**src/rtl/cinh_pkg.sv**
```systemverilog
package cinh_pkg;
  localparam int ADDR_W = 32;

  typedef enum logic [1:0] {
    SZ_LONG  = 2'b00,
    SZ_BYTE  = 2'b01,
    SZ_WORD  = 2'b10,
    SZ_TRIPL = 2'b11
  } xfer_size_e;

  localparam logic [2:0] FC_USER_DATA = 3'b001;
  localparam logic [2:0] FC_SUPV_DATA = 3'b101;

  localparam logic [ADDR_W-1:0] DEF_SHARED_LO = 32'h0000_0000;
  localparam logic [ADDR_W-1:0] DEF_SHARED_HI = 32'h001F_FFFF;
  localparam logic [ADDR_W-1:0] DEF_PERIPH_LO = 32'h00A0_0000;
  localparam logic [ADDR_W-1:0] DEF_PERIPH_HI = 32'h00DF_FFFF;

  typedef struct packed {
    logic inhibit;
    logic upper;
    logic lower;
  } lane_ctl_t;
endpackage

```
**src/rtl/cinh_region_dec.sv**
```systemverilog
module cinh_region_dec #(
  parameter int AW   = 32,
  parameter int NREG = 2,
  parameter logic [NREG*AW-1:0] LO_BOUNDS = '0,
  parameter logic [NREG*AW-1:0] HI_BOUNDS = '1
) (
  input  logic [AW-1:0] addr,
  input  logic [2:0]    fc,
  output logic          inhibit
);
  import cinh_pkg::*;

  logic [NREG-1:0] hit;
  logic            data_space;

  genvar g;
  generate
    for (g = 0; g < NREG; g++) begin : g_win
      localparam logic [AW-1:0] LO = LO_BOUNDS[g*AW +: AW];
      localparam logic [AW-1:0] HI = HI_BOUNDS[g*AW +: AW];
      always_comb begin
        hit[g] = (addr >= LO) && (addr <= HI);
      end
    end
  endgenerate

  always_comb begin
    data_space = (fc == FC_USER_DATA) || (fc == FC_SUPV_DATA);
    inhibit    = data_space && (|hit);
  end

  // non-data address spaces must never be inhibited
  always_comb begin
    a_r3_nondata_free : assert (!(inhibit && !(fc[1:0] == 2'b01)))
      else $error("inhibit raised outside data space");
  end
endmodule

```
**src/rtl/cinh_strobe_gen.sv**
```systemverilog
module cinh_strobe_gen (
  input  logic [1:0] siz,
  input  logic       a0,
  input  logic       rd,
  input  logic       inhibit,
  output logic       upper,
  output logic       lower
);
  import cinh_pkg::*;

  logic full_width;
  logic is_byte;

  always_comb begin
    full_width = rd && !inhibit;
    is_byte    = (siz == SZ_BYTE);
    if (full_width || !is_byte) begin
      upper = 1'b1;
      lower = 1'b1;
    end else begin
      upper = !a0;
      lower = a0;
    end
  end

  // a sized byte lane selects exactly one strobe
  always_comb begin
    if (is_byte && !full_width) begin
      a_r6_byte_one_lane : assert ($countones({upper, lower}) == 1)
        else $error("byte access did not select a single lane");
    end
  end
endmodule

```
**src/rtl/cinh_ack_seq.sv**
```systemverilog
module cinh_ack_seq #(
  parameter int WAIT_STATES = 2
) (
  input  logic clk,
  input  logic rst_n,
  input  logic as_act,
  output logic active,
  output logic ack
);
  localparam int CNT_W = $clog2(WAIT_STATES + 2);
  localparam logic [CNT_W-1:0] WLIM = CNT_W'(WAIT_STATES);

  logic [CNT_W-1:0] cnt_q, cnt_d;
  logic             act_q, act_d;
  logic             ack_q, ack_d;

  always_comb begin
    cnt_d = cnt_q;
    act_d = 1'b0;
    ack_d = 1'b0;
    if (as_act) begin
      act_d = 1'b1;
      if (!act_q) begin
        cnt_d = '0;
      end else if (cnt_q != WLIM) begin
        cnt_d = cnt_q + 1'b1;
      end
      ack_d = (cnt_d >= WLIM);
    end else begin
      cnt_d = '0;
    end
  end

  always_ff @(posedge clk or negedge rst_n) begin
    if (!rst_n) begin
      cnt_q <= '0;
      act_q <= 1'b0;
      ack_q <= 1'b0;
    end else begin
      cnt_q <= cnt_d;
      act_q <= act_d;
      ack_q <= ack_d;
    end
  end

  assign active = act_q;
  assign ack    = ack_q;

  // once given, the acknowledge holds while the strobe stays active
  a_r8_ack_holds : assert property (@(posedge clk) disable iff (!rst_n)
    (ack_q && as_act) |=> ack_q)
    else $error("acknowledge dropped mid-cycle");

  // the acknowledge never precedes the start of a cycle
  a_r8_ack_needs_cycle : assert property (@(posedge clk) disable iff (!rst_n)
    ack_q |-> act_q)
    else $error("acknowledge outside an active cycle");
endmodule

```
**src/rtl/cinh_strobe_ctl.sv**
```systemverilog
module cinh_strobe_ctl #(
  parameter int ADDR_W = cinh_pkg::ADDR_W,
  parameter int WAIT_STATES = 2,
  parameter logic [ADDR_W-1:0] SHARED_LO = cinh_pkg::DEF_SHARED_LO,
  parameter logic [ADDR_W-1:0] SHARED_HI = cinh_pkg::DEF_SHARED_HI,
  parameter logic [ADDR_W-1:0] PERIPH_LO = cinh_pkg::DEF_PERIPH_LO,
  parameter logic [ADDR_W-1:0] PERIPH_HI = cinh_pkg::DEF_PERIPH_HI
) (
  input  logic              clk,
  input  logic              rst_n,
  input  logic [ADDR_W-1:0] addr_i,
  input  logic [2:0]        fc_i,
  input  logic [1:0]        siz_i,
  input  logic              rw_i,
  input  logic              as_n_i,
  output logic              cinh_n_o,
  output logic              ustb_n_o,
  output logic              lstb_n_o,
  output logic              ack_n_o
);
  import cinh_pkg::*;

  localparam int NREG = 2;
  localparam logic [NREG*ADDR_W-1:0] LO_SET = {PERIPH_LO, SHARED_LO};
  localparam logic [NREG*ADDR_W-1:0] HI_SET = {PERIPH_HI, SHARED_HI};

  logic [1:0] rst_sync_q;
  logic       rst_ok;

  always_ff @(posedge clk or negedge rst_n) begin
    if (!rst_n) begin
      rst_sync_q <= 2'b00;
    end else begin
      rst_sync_q <= {rst_sync_q[0], 1'b1};
    end
  end
  assign rst_ok = rst_sync_q[1];

  logic      as_act;
  logic      inhibit;
  logic      up_c, lo_c;
  logic      seq_active;
  logic      seq_ack;
  lane_ctl_t ctl_d, ctl_q;

  assign as_act = !as_n_i;

  cinh_region_dec #(
    .AW(ADDR_W), .NREG(NREG), .LO_BOUNDS(LO_SET), .HI_BOUNDS(HI_SET)
  ) u_region (
    .addr(addr_i), .fc(fc_i), .inhibit(inhibit)
  );

  cinh_strobe_gen u_strobe (
    .siz(siz_i), .a0(addr_i[0]), .rd(rw_i), .inhibit(inhibit),
    .upper(up_c), .lower(lo_c)
  );

  cinh_ack_seq #(.WAIT_STATES(WAIT_STATES)) u_ack (
    .clk(clk), .rst_n(rst_ok), .as_act(as_act),
    .active(seq_active), .ack(seq_ack)
  );

  always_comb begin
    ctl_d = '0;
    if (as_act) begin
      ctl_d.inhibit = inhibit;
      ctl_d.upper   = up_c;
      ctl_d.lower   = lo_c;
    end
  end

  always_ff @(posedge clk or negedge rst_ok) begin
    if (!rst_ok) begin
      ctl_q <= '0;
    end else begin
      ctl_q <= ctl_d;
    end
  end

  assign cinh_n_o = !ctl_q.inhibit;
  assign ustb_n_o = !ctl_q.upper;
  assign lstb_n_o = !ctl_q.lower;
  assign ack_n_o  = !seq_ack;

  // one edge after the strobe is released, every output is idle
  a_r7_release : assert property (@(posedge clk) disable iff (!rst_ok)
    $past(as_n_i) |-> (cinh_n_o && ustb_n_o && lstb_n_o && ack_n_o))
    else $error("outputs not released after address strobe");

  // inhibit only ever follows a data-space cycle
  a_r3_inhibit_data_only : assert property (@(posedge clk) disable iff (!rst_ok)
    !cinh_n_o |-> ($past(fc_i) == FC_USER_DATA || $past(fc_i) == FC_SUPV_DATA))
    else $error("inhibit after non-data cycle");

  // cacheable reads come back full width
  a_r5_full_width_read : assert property (@(posedge clk) disable iff (!rst_ok)
    (!$past(as_n_i) && $past(rw_i) && cinh_n_o) |-> (!ustb_n_o && !lstb_n_o))
    else $error("cacheable read not full width");

  // acknowledge only accompanies an active strobe
  a_r8_ack_with_strobe : assert property (@(posedge clk) disable iff (!rst_ok)
    !ack_n_o |-> ((!ustb_n_o || !lstb_n_o) && seq_active))
    else $error("acknowledge without strobe");
endmodule

```
**config.mk**
```make
export PLATFORM = sky130hd
export DESIGN_NAME = cinh_strobe_ctl
export DESIGN_NICKNAME = d
export VERILOG_FILES = /design/src/rtl/cinh_pkg.sv /design/src/rtl/cinh_region_dec.sv /design/src/rtl/cinh_strobe_gen.sv /design/src/rtl/cinh_ack_seq.sv /design/src/rtl/cinh_strobe_ctl.sv
export SDC_FILE = /design/constraint.sdc
export NUM_CORES = 1
export LEC_CHECK = 0
export ABC_AREA = 1
export BUFFER_PORTS_ARGS = -buffer_cell sky130_fd_sc_hd__clkbuf_2
export CAP_MARGIN = 20
export CORE_MARGIN = 3
export CORE_UTILIZATION = 31
export CTS_BUF_LIST = sky130_fd_sc_hd__clkbuf_4 sky130_fd_sc_hd__clkbuf_8
export CTS_CLUSTER_DIAMETER = 50
export DETAILED_ROUTE_END_ITERATION = 8
export PLACE_DENSITY = 0.84
export SYNTH_ARGS = -nofsm -noshare
export SYNTH_HDL_FRONTEND = slang
export SYNTH_HIERARCHICAL = 1
export SYNTH_SLANG_ARGS = --single-unit
```
**constraint.sdc**
```tcl
create_clock -name clk -period 0.8 [get_ports clk]
set_input_delay 0.08 -clock clk [delete_from_list [all_inputs] [get_ports clk]]
set_output_delay 0.08 -clock clk [all_outputs]
set_load 0.01 [all_outputs]
```
==> flow_summary.yaml <==
run_status:
  outcome: "finished with violations"
  violations: "setup timing"
synth:
  synth.area.top_cells: "dfrtp_1 52%, inv_1 17%, nor2_1 10%"
  ys_seq_elements: 9
  syn-num-nets: 100
  syn_avg_cell_area_um2: 7.42
  syn-cell-area_um2: 430
  ys_types: 11
  synth_warnings: 6
  synth_seq_area_share_pct: 52.3
  synth_top_cell_by_area: "dfrtp_1"
  postSynthCellCount: 58
  synth.top_cell.area_share_pct: 52.3
timing:
  rsz0062_at_grt: "true"
  period_needed_ns: 0.884
  hold_viol_final: 0
  hold_slack_ns: 0.0286
  finalSetupTns_ns: -0.312
  period_share_pct: 111
  finClkSkew_ns: 0.00107
  final-setup-viol-count: 7
  max_freq_mhz: 1130
  layout_setup_ws_ns: -0.0841
  slew_viol_final: 0
floorplan:
  rows: 12
  pin_count: 45
  coreArea_mm2: 0.00120
  initial_core_util_pct: 35.8
  die_area_mm2: 0.00187
  die_x_um: 43.3
  chipHeight_um: 43.3
worst_setup_path:
  crit_path_start_kind: "flop"
  critical_path_required_ns: 0.94
  arrival_ns: 1.02
  endpoint_kind: "flop"
  cp_max_fo: 2
  crit_type: "flop to flop"
layout:
  fillers: 118
  final_nets: 130
  utilization_pct: 51.4
  most-common-layout-cells: "19 x inv_1, 19 x clkbuf_2, 12 x nor2_1, 9 x dfrtp_1, 8 x nand2_1"
  area_growth_pct: 43.3
  layout-drive-gt1-share_pct: 35.6
  diodes: 0
  design_area_um2: 617
drt:
  postRouteAntennaNets: 0
  drt-wirelength-per-cell_um: 7.99
  vias_per_cell: 4.03
  drt_first_pass_iters: 3
  routed_wl_um: 807
  remaining_drc_errors: 0
  drt_iter0_markers: 3
  vias: 407
placement:
  gp_congestion: 0.613
  port_buffers: 23
  dpl.hpwl_um: 744
  postPlaceCellArea_um2: 571
global_routing:
  grt_pass1_wl_um: 1350
  grt_max_degree: 8
  track_usage_pct: 10.4
  antenna_found_initial: 0
  grt_pass1_vias: 369
  grt_overflow_total: 0
cts:
  insertion_delay_ns: 0.25
  clk_path_buf_depth: 2
  clkTransAtPathRegs_ns: 0.06
  cts_tree: "built"
  cts_sinks: 9
  cts_root_buffer: "clkbuf_4"
  h-tree-depth: 1
  post_cts_buffers: 0
  cts_buffers: 3
run:
  maxCapViolCount: 0
power_and_ir_drop:
  p_leak_uw: 0.000382
  irDropWorstVdd_v: 0.000788
  power_density_mw_per_mm2: 1590
  p_total_uw: 979
hold_path:
  hp-class: "primary input to flop"
[power by group]
part	switching (µW)	internal, µW
logic	60.8	68.0
clock network	138	225
registers	11.6	476
[metal layers]
metal / part of all wire (%) / track usage (%) / vias up / wire (µm)
met5: 0 / 0 / - / 0
met4: 1.7 / 9.04 / 0 / 14
met3: 11 / 3.39 / 2 / 86
met2: 57 / 20.1 / 20 / 460
met1: 30 / 7.73 / 170 / 245
li1: - / - / 215 / -
[cell type report]
| type | count | area (µm²) | share of cell area (%) |
|---|---|---|---|
| clock buffers | 4 | 30.0 | 4.87 |
| inverters | 21 | 78.8 | 12.8 |
| multi-input cells | 28 | 126 | 20.5 |
| flip-flops and latches | 9 | 225 | 36.5 |
| well taps | 14 | 17.5 | 2.84 |
| repair buffers | 25 | 139 | 22.5 |
[stage by stage]
stage          setup slack (ns)  cells
2_1_floorplan           -0.0136     58
3_3_place_gp             -0.119     96
3_5_place_dp             -0.141     96
4_1_cts                 -0.0967    101
5_1_grt                  -0.114    101
6_report                -0.0841    101
[path summary, 6_finish.rpt]
| check | from | cells after the start | slack (ns) | end |
|---|---|---|---|---|
| max reg2reg | u_ack/cnt_q[1] | 4 | -0.08 | u_ack/cnt_q[1] |
| min reg2reg | rst_sync_q[1] | 0 | 0.11 | ctl_q[2] |
| min | as_n_i | 2 | 0.03 | ctl_q[2] |
| max in group asynchronous | rst_sync_q[1] | 0 | 0.48 | ctl_q[0] |
| max | u_ack/cnt_q[1] | 4 | -0.08 | u_ack/cnt_q[1] |
| min in group asynchronous | rst_sync_q[1] | 0 | 0.11 | ctl_q[2] |
[synth_stat cells]
master	instances
nor2_2	1
conb_1	1
and2_1	1
nand3_1	3
inv_2	1
dfrtp_1	9
ha_1	1
nand3b_1	1
nor2_1	12
inv_1	20
nand2_1	8
[worst max-delay path, cell delays in order, from the launching register on]
cell     delay (ns)
dfrtp_1        0.37
inv_1          0.06
ha_1           0.22
inv_1          0.07
nor2_1         0.05
[sequential cells by signal, summed over array words and instances, names as in the netlist]
signal,count
u_ack/ack,1
u_ack/active,1
rst_sync_q,2
u_ack/cnt_q,2
ctl_q,3
[cell families (layout without fill, tap and decap cells)]
| kind of cell | count (synthesis) | after routing | share of synthesized area (%) |
|---|---|---|---|
| AND/OR/NAND/NOR | 26 | 26 | 25.6 |
| flip-flops | 9 | 9 | 52.3 |
| other | 1 | 1 | 0.871 |
| adder cells (fa/ha/maj) | 1 | 1 | 2.91 |
| buffers and inverters | 21 | 50 | 18.3 |
[what timing repair did]
| item | in CTS | in global routing |
|---|---|---|
| pin swaps | 1 | 1 |
| gates resized for setup | 0 | 6 |
| endpoints found under the setup margin | 7 | 7 |
| hold endpoints to repair | 2 | 0 |
| hold buffers | 1 | 0 |
(Power assumes the default switching activity.)
